<file path="src/rtl/l2irq_pkg.sv">
package l2irq_pkg;

  localparam int REG_W  = 32;
  localparam int ADDR_W = 3;

  // Register picked by byte-address bit 2
  typedef enum logic {
    REG_ENABLE = 1'b0,
    REG_STATUS = 1'b1
  } reg_pick_e;

  // Positions that reach some parent output
  function automatic logic [REG_W-1:0] wired_union(
      input logic [7:0][REG_W-1:0] masks,
      input int unsigned           count,
      input logic [REG_W-1:0]      fwd);
    logic [REG_W-1:0] acc;
    acc = fwd;
    for (int unsigned k = 0; k < 8; k++) begin
      if (k < count) acc = acc | masks[k];
    end
    return acc;
  endfunction

endpackage

</file>
<file path="src/rtl/l2irq_regs.sv">
module l2irq_regs
  import l2irq_pkg::*;
#(
  parameter int unsigned      SRC_W     = 32,
  parameter logic [SRC_W-1:0] KEEP_MASK = '1
) (
  input  logic              clk_i,
  input  logic              rst_i,
  input  logic              sel_i,
  input  logic              wr_i,
  input  logic [ADDR_W-1:0] addr_i,
  input  logic [REG_W-1:0]  wdata_i,
  input  logic [SRC_W-1:0]  src_i,
  output logic [SRC_W-1:0]  en_o,
  output logic [REG_W-1:0]  rdata_o,
  output logic              rvalid_o
);

  reg_pick_e        pick;
  logic [SRC_W-1:0] en_q;
  logic [REG_W-1:0] rd_next;

  assign pick = reg_pick_e'(addr_i[2]);

  // Enable register: only wired positions have storage
  always_ff @(posedge clk_i) begin
    if (rst_i) begin
      en_q <= '0;
    end else if (sel_i && wr_i && pick == REG_ENABLE) begin
      en_q <= wdata_i[SRC_W-1:0] & KEEP_MASK;
    end
  end

  always_comb begin
    rd_next = '0;
    unique case (pick)
      REG_ENABLE: rd_next[SRC_W-1:0] = en_q;
      REG_STATUS: rd_next[SRC_W-1:0] = src_i & KEEP_MASK;
      default:    rd_next = '0;
    endcase
  end

  always_ff @(posedge clk_i) begin
    if (rst_i) begin
      rdata_o  <= '0;
      rvalid_o <= 1'b0;
    end else begin
      rvalid_o <= sel_i && !wr_i;
      if (sel_i && !wr_i) rdata_o <= rd_next;
    end
  end

  assign en_o = en_q;

endmodule

</file>
<file path="src/rtl/l2irq_route.sv">
module l2irq_route #(
  parameter int unsigned                     SRC_W     = 32,
  parameter int unsigned                     NUM_AGG   = 2,
  parameter logic [NUM_AGG-1:0][SRC_W-1:0]   AGG_MASKS = '0,
  parameter logic [SRC_W-1:0]                FWD_MASK  = '0
) (
  input  logic               clk_i,
  input  logic               rst_i,
  input  logic [SRC_W-1:0]   src_i,
  input  logic [SRC_W-1:0]   en_i,
  output logic [SRC_W-1:0]   pend_o,
  output logic [NUM_AGG-1:0] agg_o,
  output logic [SRC_W-1:0]   fwd_o
);

  localparam logic [SRC_W-1:0] KEEP_OUT = ~FWD_MASK;

  logic [SRC_W-1:0]   live;
  logic [NUM_AGG-1:0] agg_d;
  logic [SRC_W-1:0]   fwd_d;

  // Sources still handled locally, gated by enable
  assign live   = src_i & en_i & KEEP_OUT;
  assign pend_o = live;

  for (genvar k = 0; k < NUM_AGG; k++) begin : g_agg
    localparam logic [SRC_W-1:0] SEL = AGG_MASKS[k] & KEEP_OUT;
    assign agg_d[k] = |(live & SEL);
  end

  // Per-source bypass gate
  for (genvar i = 0; i < SRC_W; i++) begin : g_fwd
    if (FWD_MASK[i]) begin : g_on
      assign fwd_d[i] = src_i[i];
    end else begin : g_off
      assign fwd_d[i] = 1'b0;
    end
  end

  always_ff @(posedge clk_i) begin
    if (rst_i) begin
      agg_o <= '0;
      fwd_o <= '0;
    end else begin
      agg_o <= agg_d;
      fwd_o <= fwd_d;
    end
  end

endmodule

</file>
<file path="src/rtl/l2irq_wake.sv">
module l2irq_wake #(
  parameter int unsigned      SRC_W     = 32,
  parameter bit               WAKE_EN   = 1'b1,
  parameter logic [SRC_W-1:0] WAKE_MASK = '1
) (
  input  logic             clk_i,
  input  logic             rst_i,
  input  logic [SRC_W-1:0] pend_i,
  output logic             wake_o
);

  if (WAKE_EN) begin : g_wake
    logic wake_q;
    always_ff @(posedge clk_i) begin
      if (rst_i) wake_q <= 1'b0;
      else       wake_q <= |(pend_i & WAKE_MASK);
    end
    assign wake_o = wake_q;
  end else begin : g_nowake
    logic unused;
    assign unused = clk_i ^ rst_i ^ (|pend_i);
    assign wake_o = 1'b0;
  end

endmodule

</file>
<file path="src/rtl/l2_irq_aggregator.sv">
module l2_irq_aggregator
  import l2irq_pkg::*;
#(
  parameter int unsigned                   SRC_W     = 32,
  parameter int unsigned                   NUM_AGG   = 2,
  parameter logic [NUM_AGG-1:0][SRC_W-1:0] AGG_MASKS = {32'h0000_0140, 32'h0000_0EB8},
  parameter logic [SRC_W-1:0]              FWD_MASK  = 32'h0000_0007,
  parameter bit                            WAKE_EN   = 1'b1
) (
  input  logic               clk_i,
  input  logic               rst_i,
  input  logic [SRC_W-1:0]   src_i,
  input  logic               reg_sel_i,
  input  logic               reg_wr_i,
  input  logic [ADDR_W-1:0]  reg_addr_i,
  input  logic [REG_W-1:0]   reg_wdata_i,
  output logic [REG_W-1:0]   reg_rdata_o,
  output logic               reg_rvalid_o,
  output logic [NUM_AGG-1:0] agg_irq_o,
  output logic [SRC_W-1:0]   fwd_irq_o,
  output logic               wake_o
);

  function automatic logic [SRC_W-1:0] map_union();
    logic [SRC_W-1:0] acc;
    acc = '0;
    for (int k = 0; k < NUM_AGG; k++) acc = acc | AGG_MASKS[k];
    return acc;
  endfunction

  localparam logic [SRC_W-1:0] MAPPED = map_union();
  localparam logic [SRC_W-1:0] WIRED  = MAPPED | FWD_MASK;

  logic [SRC_W-1:0] enable_q;
  logic [SRC_W-1:0] pend;

  l2irq_regs #(
    .SRC_W     (SRC_W),
    .KEEP_MASK (WIRED)
  ) u_regs (
    .clk_i    (clk_i),
    .rst_i    (rst_i),
    .sel_i    (reg_sel_i),
    .wr_i     (reg_wr_i),
    .addr_i   (reg_addr_i),
    .wdata_i  (reg_wdata_i),
    .src_i    (src_i),
    .en_o     (enable_q),
    .rdata_o  (reg_rdata_o),
    .rvalid_o (reg_rvalid_o)
  );

  l2irq_route #(
    .SRC_W     (SRC_W),
    .NUM_AGG   (NUM_AGG),
    .AGG_MASKS (AGG_MASKS),
    .FWD_MASK  (FWD_MASK)
  ) u_route (
    .clk_i  (clk_i),
    .rst_i  (rst_i),
    .src_i  (src_i),
    .en_i   (enable_q),
    .pend_o (pend),
    .agg_o  (agg_irq_o),
    .fwd_o  (fwd_irq_o)
  );

  l2irq_wake #(
    .SRC_W     (SRC_W),
    .WAKE_EN   (WAKE_EN),
    .WAKE_MASK (MAPPED)
  ) u_wake (
    .clk_i  (clk_i),
    .rst_i  (rst_i),
    .pend_i (pend),
    .wake_o (wake_o)
  );

endmodule

</file>
<file path="config.mk">
export PLATFORM = sky130hd
export DESIGN_NAME = l2_irq_aggregator
export DESIGN_NICKNAME = d
export VERILOG_FILES = /design/src/rtl/l2irq_pkg.sv /design/src/rtl/l2irq_regs.sv /design/src/rtl/l2irq_route.sv /design/src/rtl/l2irq_wake.sv /design/src/rtl/l2_irq_aggregator.sv
export SDC_FILE = /design/constraint.sdc
export NUM_CORES = 1
export LEC_CHECK = 0
export ABC_AREA = 1
export CORE_AREA = 2 2 54 56
export CTS_BUF_LIST = sky130_fd_sc_hd__clkbuf_8
export CTS_CLUSTER_DIAMETER = 80
export DETAILED_ROUTE_END_ITERATION = 8
export DIE_AREA = 0 0 56 58
export DONT_BUFFER_PORTS = 1
export HOLD_SLACK_MARGIN = 0.02
export PLACE_DENSITY = 0.77
export SYNTH_ARGS = -nofsm -noshare
export SYNTH_HDL_FRONTEND = slang
export SYNTH_SLANG_ARGS = --single-unit
</file>
<file path="constraint.sdc">
create_clock -name clk_i -period 2.4 [get_ports clk_i]
set_input_delay 0.72 -clock clk_i [delete_from_list [all_inputs] [get_ports clk_i]]
set_output_delay 0.72 -clock clk_i [all_outputs]
set_load 0.005 [all_outputs]
</file>
==> impl_metrics.xml <==
<?xml version="1.0" encoding="UTF-8"?>
<metrics>
  <group name="layout">
    <metric name="mostFrequentLayoutCell" unit="">sky130_fd_sc_hd__conb_1</metric>
    <metric name="fillerInstances" unit="">276</metric>
    <metric name="most-common-layout-cells" unit="">sky130_fd_sc_hd__conb_1, sky130_fd_sc_hd__nor2_1, sky130_fd_sc_hd__nand2_1, sky130_fd_sc_hd__dfxtp_1, sky130_fd_sc_hd__o21ai_0</metric>
    <metric name="flow.area_growth_from_synthesis" unit="%">-7.84</metric>
    <metric name="final_net_count" unit="">289</metric>
    <metric name="number_of_antenna_diodes" unit="">0</metric>
    <metric name="post_route_cells_drive_above_1_share" unit="">0.0596</metric>
  </group>
  <group name="yosys">
    <metric name="netlist_area" unit="µm²">1610</metric>
    <metric name="synth.distinct_cells" unit="">17</metric>
    <metric name="seq_area_frac_synth" unit="">0.385</metric>
    <metric name="synth-seq-cells" unit="">31</metric>
    <metric name="yosys_warnings" unit="">0</metric>
    <metric name="synth_area_per_cell" unit="µm²">7.33</metric>
    <metric name="synthCells" unit="">220</metric>
  </group>
  <group name="grt">
    <metric name="grt_start_max_net_pins" unit="">27</metric>
    <metric name="grt_first_pass_wirelength" unit="µm">4170</metric>
    <metric name="grt_overflow_total" unit="">0</metric>
    <metric name="vias_in_the_first_global_route" unit="">941</metric>
    <metric name="grt_util_all_layers" unit="">0.173</metric>
    <metric name="grt_antenna_before_repair" unit="">0</metric>
  </group>
  <group name="critical_path">
    <metric name="highest_net_fanout_along_the_worst_path" unit="">13</metric>
    <metric name="crit-reg2reg-capture" unit="">u_route.agg_o[0]</metric>
    <metric name="cp_data_arrival_time" unit="ps">1630</metric>
    <metric name="cp_data_required_time" unit="ps">2610</metric>
    <metric name="regToRegSetupSlack" unit="ps">1510</metric>
    <metric name="worst-r2r-cell-count" unit="">6</metric>
    <metric name="critPathKind" unit="">in2reg</metric>
    <metric name="cp-end-kind" unit="">flop</metric>
    <metric name="crit-reg2reg-launch" unit="">u_regs.en_o[3]</metric>
    <metric name="timing.critical_path.from_type" unit="">primary input</metric>
  </group>
  <group name="sta">
    <metric name="final-max-slew-violation-count" unit="">0</metric>
    <metric name="finalSetupViolations" unit="">0</metric>
    <metric name="fmaxAchievable" unit="GHz">0.703</metric>
    <metric name="final.setup_skew" unit="ps">6.31</metric>
    <metric name="fin_tns_setup" unit="ps">0</metric>
    <metric name="finalHoldViolCount" unit="">0</metric>
    <metric name="rsz0062_at_grt" unit="">false</metric>
    <metric name="post-route-min-period" unit="ps">1420</metric>
    <metric name="finalWorstSetupSlack" unit="ps">978</metric>
    <metric name="final.period_utilization" unit="">0.592</metric>
    <metric name="timing.slew.headroom" unit="">0.570</metric>
    <metric name="max_slew.worst_pin.slew" unit="ps">644</metric>
  </group>
  <group name="floorplanning">
    <metric name="die_width" unit="µm">56</metric>
    <metric name="die_h" unit="µm">58</metric>
    <metric name="core.rowCount" unit="">19</metric>
    <metric name="floorplan.die_area" unit="µm²">3250</metric>
    <metric name="io-pin-count" unit="">139</metric>
    <metric name="core" unit="µm²">2660</metric>
    <metric name="initial_core_util" unit="">0.606</metric>
  </group>
  <group name="detailed_routing">
    <metric name="post_drt_wl_per_cell" unit="µm">11.2</metric>
    <metric name="vias_per_cell" unit="">4.54</metric>
    <metric name="detail_route.drc_violations" unit="">0</metric>
    <metric name="number_of_vias_in_the_routed_layout" unit="">1131</metric>
    <metric name="wirelength" unit="µm">2800</metric>
    <metric name="detailedRoute.firstPassIterationCount" unit="">4</metric>
    <metric name="antenna_violating_nets_post_route" unit="">0</metric>
    <metric name="first_iter_violations" unit="">50</metric>
  </group>
  <group name="clock_network">
    <metric name="postCtsSetupRepairBufs" unit="">0</metric>
    <metric name="clock_sink_count" unit="">31</metric>
    <metric name="tritoncts" unit="">yes</metric>
    <metric name="cts_made_buffers" unit="">5</metric>
    <metric name="clk-insertion-delay-late" unit="ps">280</metric>
    <metric name="cts_max_level" unit="">2</metric>
    <metric name="clk_path_buf_depth" unit="">2</metric>
    <metric name="cts_hold_buffers_added" unit="">0</metric>
    <metric name="register_clock_pin_slew_on_the_reported_worst_setup_and_hold_paths" unit="ps">60</metric>
    <metric name="clockRootBuffer" unit="">sky130_fd_sc_hd__clkbuf_8</metric>
    <metric name="ctsResizeCount" unit="">0</metric>
  </group>
  <group name="worst_hold_path">
    <metric name="worstHoldPathType" unit="">reg2reg</metric>
    <metric name="holdCritStartpoint" unit="">u_regs.en_o[0]</metric>
    <metric name="hold_path_end" unit="">u_regs.rdata_o[0]</metric>
    <metric name="hold_depth" unit="">2</metric>
  </group>
  <group name="place">
    <metric name="post-dp-hpwl" unit="µm">1980</metric>
    <metric name="portBuffers" unit="">0</metric>
    <metric name="gpl_congestion" unit="">0.762</metric>
    <metric name="pre_cts_slack" unit="ps">688</metric>
  </group>
  <group name="run">
    <metric name="timing.max_cap.violations" unit="">0</metric>
  </group>
  <group name="power">
    <metric name="cellLeakagePower" unit="nW">0.743</metric>
    <metric name="vdd_ir_drop_max" unit="mV">0.435</metric>
    <metric name="p_per_area" unit="nW/µm²">716</metric>
  </group>
  <group name="outcome">
    <metric name="status" unit="">finished, final reports clean</metric>
  </group>
</metrics>
-- stage by stage --
| stage | util | instance area (µm²) | total power [mW] | hold WS, ps | instances |
|---|---|---|---|---|---|
| 2_1_floorplan | - | 1790 | 0.721 | 452 | 268 |
| 3_3_place_gp | 0.525 | 1400 | 0.668 | 467 | 242 |
| 3_5_place_dp | 0.525 | 1400 | 0.671 | 474 | 242 |
| 4_1_cts | 0.558 | 1490 | 1.07 | 488 | 249 |
| 5_1_grt | 0.558 | 1490 | 1.12 | 490 | 249 |
| 6_report | 0.558 | 1490 | 1.06 | 483 | 249 |
-- cell usage after synthesis --
cell type / n / area, µm²
sky130_fd_sc_hd__buf_4: 49 / 368
sky130_fd_sc_hd__nand2_1: 41 / 154
sky130_fd_sc_hd__nor2_1: 41 / 154
sky130_fd_sc_hd__dfxtp_1: 31 / 621
sky130_fd_sc_hd__o21ai_0: 19 / 95.1
sky130_fd_sc_hd__a21oi_1: 11 / 55.1
sky130_fd_sc_hd__inv_1: 7 / 26.3
sky130_fd_sc_hd__o21ai_1: 5 / 25.0
sky130_fd_sc_hd__buf_6: 4 / 45.0
sky130_fd_sc_hd__buf_2: 3 / 15.0
sky130_fd_sc_hd__inv_2: 3 / 11.3
sky130_fd_sc_hd__a21oi_2: 1 / 8.76
sky130_fd_sc_hd__clkbuf_2: 1 / 5.00
sky130_fd_sc_hd__conb_1: 1 / 3.75
sky130_fd_sc_hd__nand3_2: 1 / 10.0
sky130_fd_sc_hd__nor2_4: 1 / 11.3
sky130_fd_sc_hd__nor3_1: 1 / 5.00
-- metal layers --
layer | track usage | part of all wire
met4 | 0.102 | 0.020
met2 | 0.292 | 0.48
met1 | 0.167 | 0.39
met3 | 0.0960 | 0.11
met5 | 0 | 0
-- worst max-delay path by stage --
stage,start,end,slack [ps],depth (start not counted)
final,reg_addr_i[2],u_regs.en_o[8],980,5
after CTS,reg_addr_i[2],u_regs.en_o[8],980,5
after global routing,reg_addr_i[2],u_regs.en_o[2],860,5
after global placement,reg_addr_i[2],u_regs.en_o[3],720,5
after floorplan,reg_sel_i,u_regs.rdata_o[4],1080,6
after detailed placement,reg_addr_i[2],u_regs.en_o[8],690,5
-- state kept, by name, summed over array words and instances, names as in the netlist --
name             count
u_regs.rvalid_o      1
u_wake.wake_o        1
u_route.fwd_o        3
u_regs.en_o         12
u_regs.rdata_o      12
u_route.agg_o        2
-- worst max-delay path: stages --
cell and delay, ps:
sky130_fd_sc_hd__inv_2 190, sky130_fd_sc_hd__nand3_2 270, sky130_fd_sc_hd__inv_2 270, sky130_fd_sc_hd__nor2_1 60, sky130_fd_sc_hd__nor2_1 110
-- cells by family (layout without fill, tap and decap cells) --
| family | after synthesis | count (layout) | synth area share |
|---|---|---|---|
| simple gates | 85 | 85 | 0.207 |
| buf+inv | 67 | 17 | 0.292 |
| compound gates | 36 | 36 | 0.114 |
| flops | 31 | 31 | 0.385 |
| other cells | 1 | 49 | 0.00233 |
-- where the power goes --
group	switching (mW)	leakage [nW]	internal [mW]
clock network	0.180	0.0470	0.224
registers	0.0201	0.255	0.546
logic	0.0657	0.441	0.0283
total	0.266	0.743	0.799
-- layout make-up --
class                           instances  area (µm²)  area share
Sequential cell                        31         621       0.418
Clock buffer                            6        82.6      0.0556
Multi-Input combinational cell        170         702       0.472
Tap cell                               31        38.8      0.0261
Clock inverter                          1        5.00     0.00337
Inverter                               10        37.5      0.0253
Note: power is estimated with default switching activity, not from simulation.
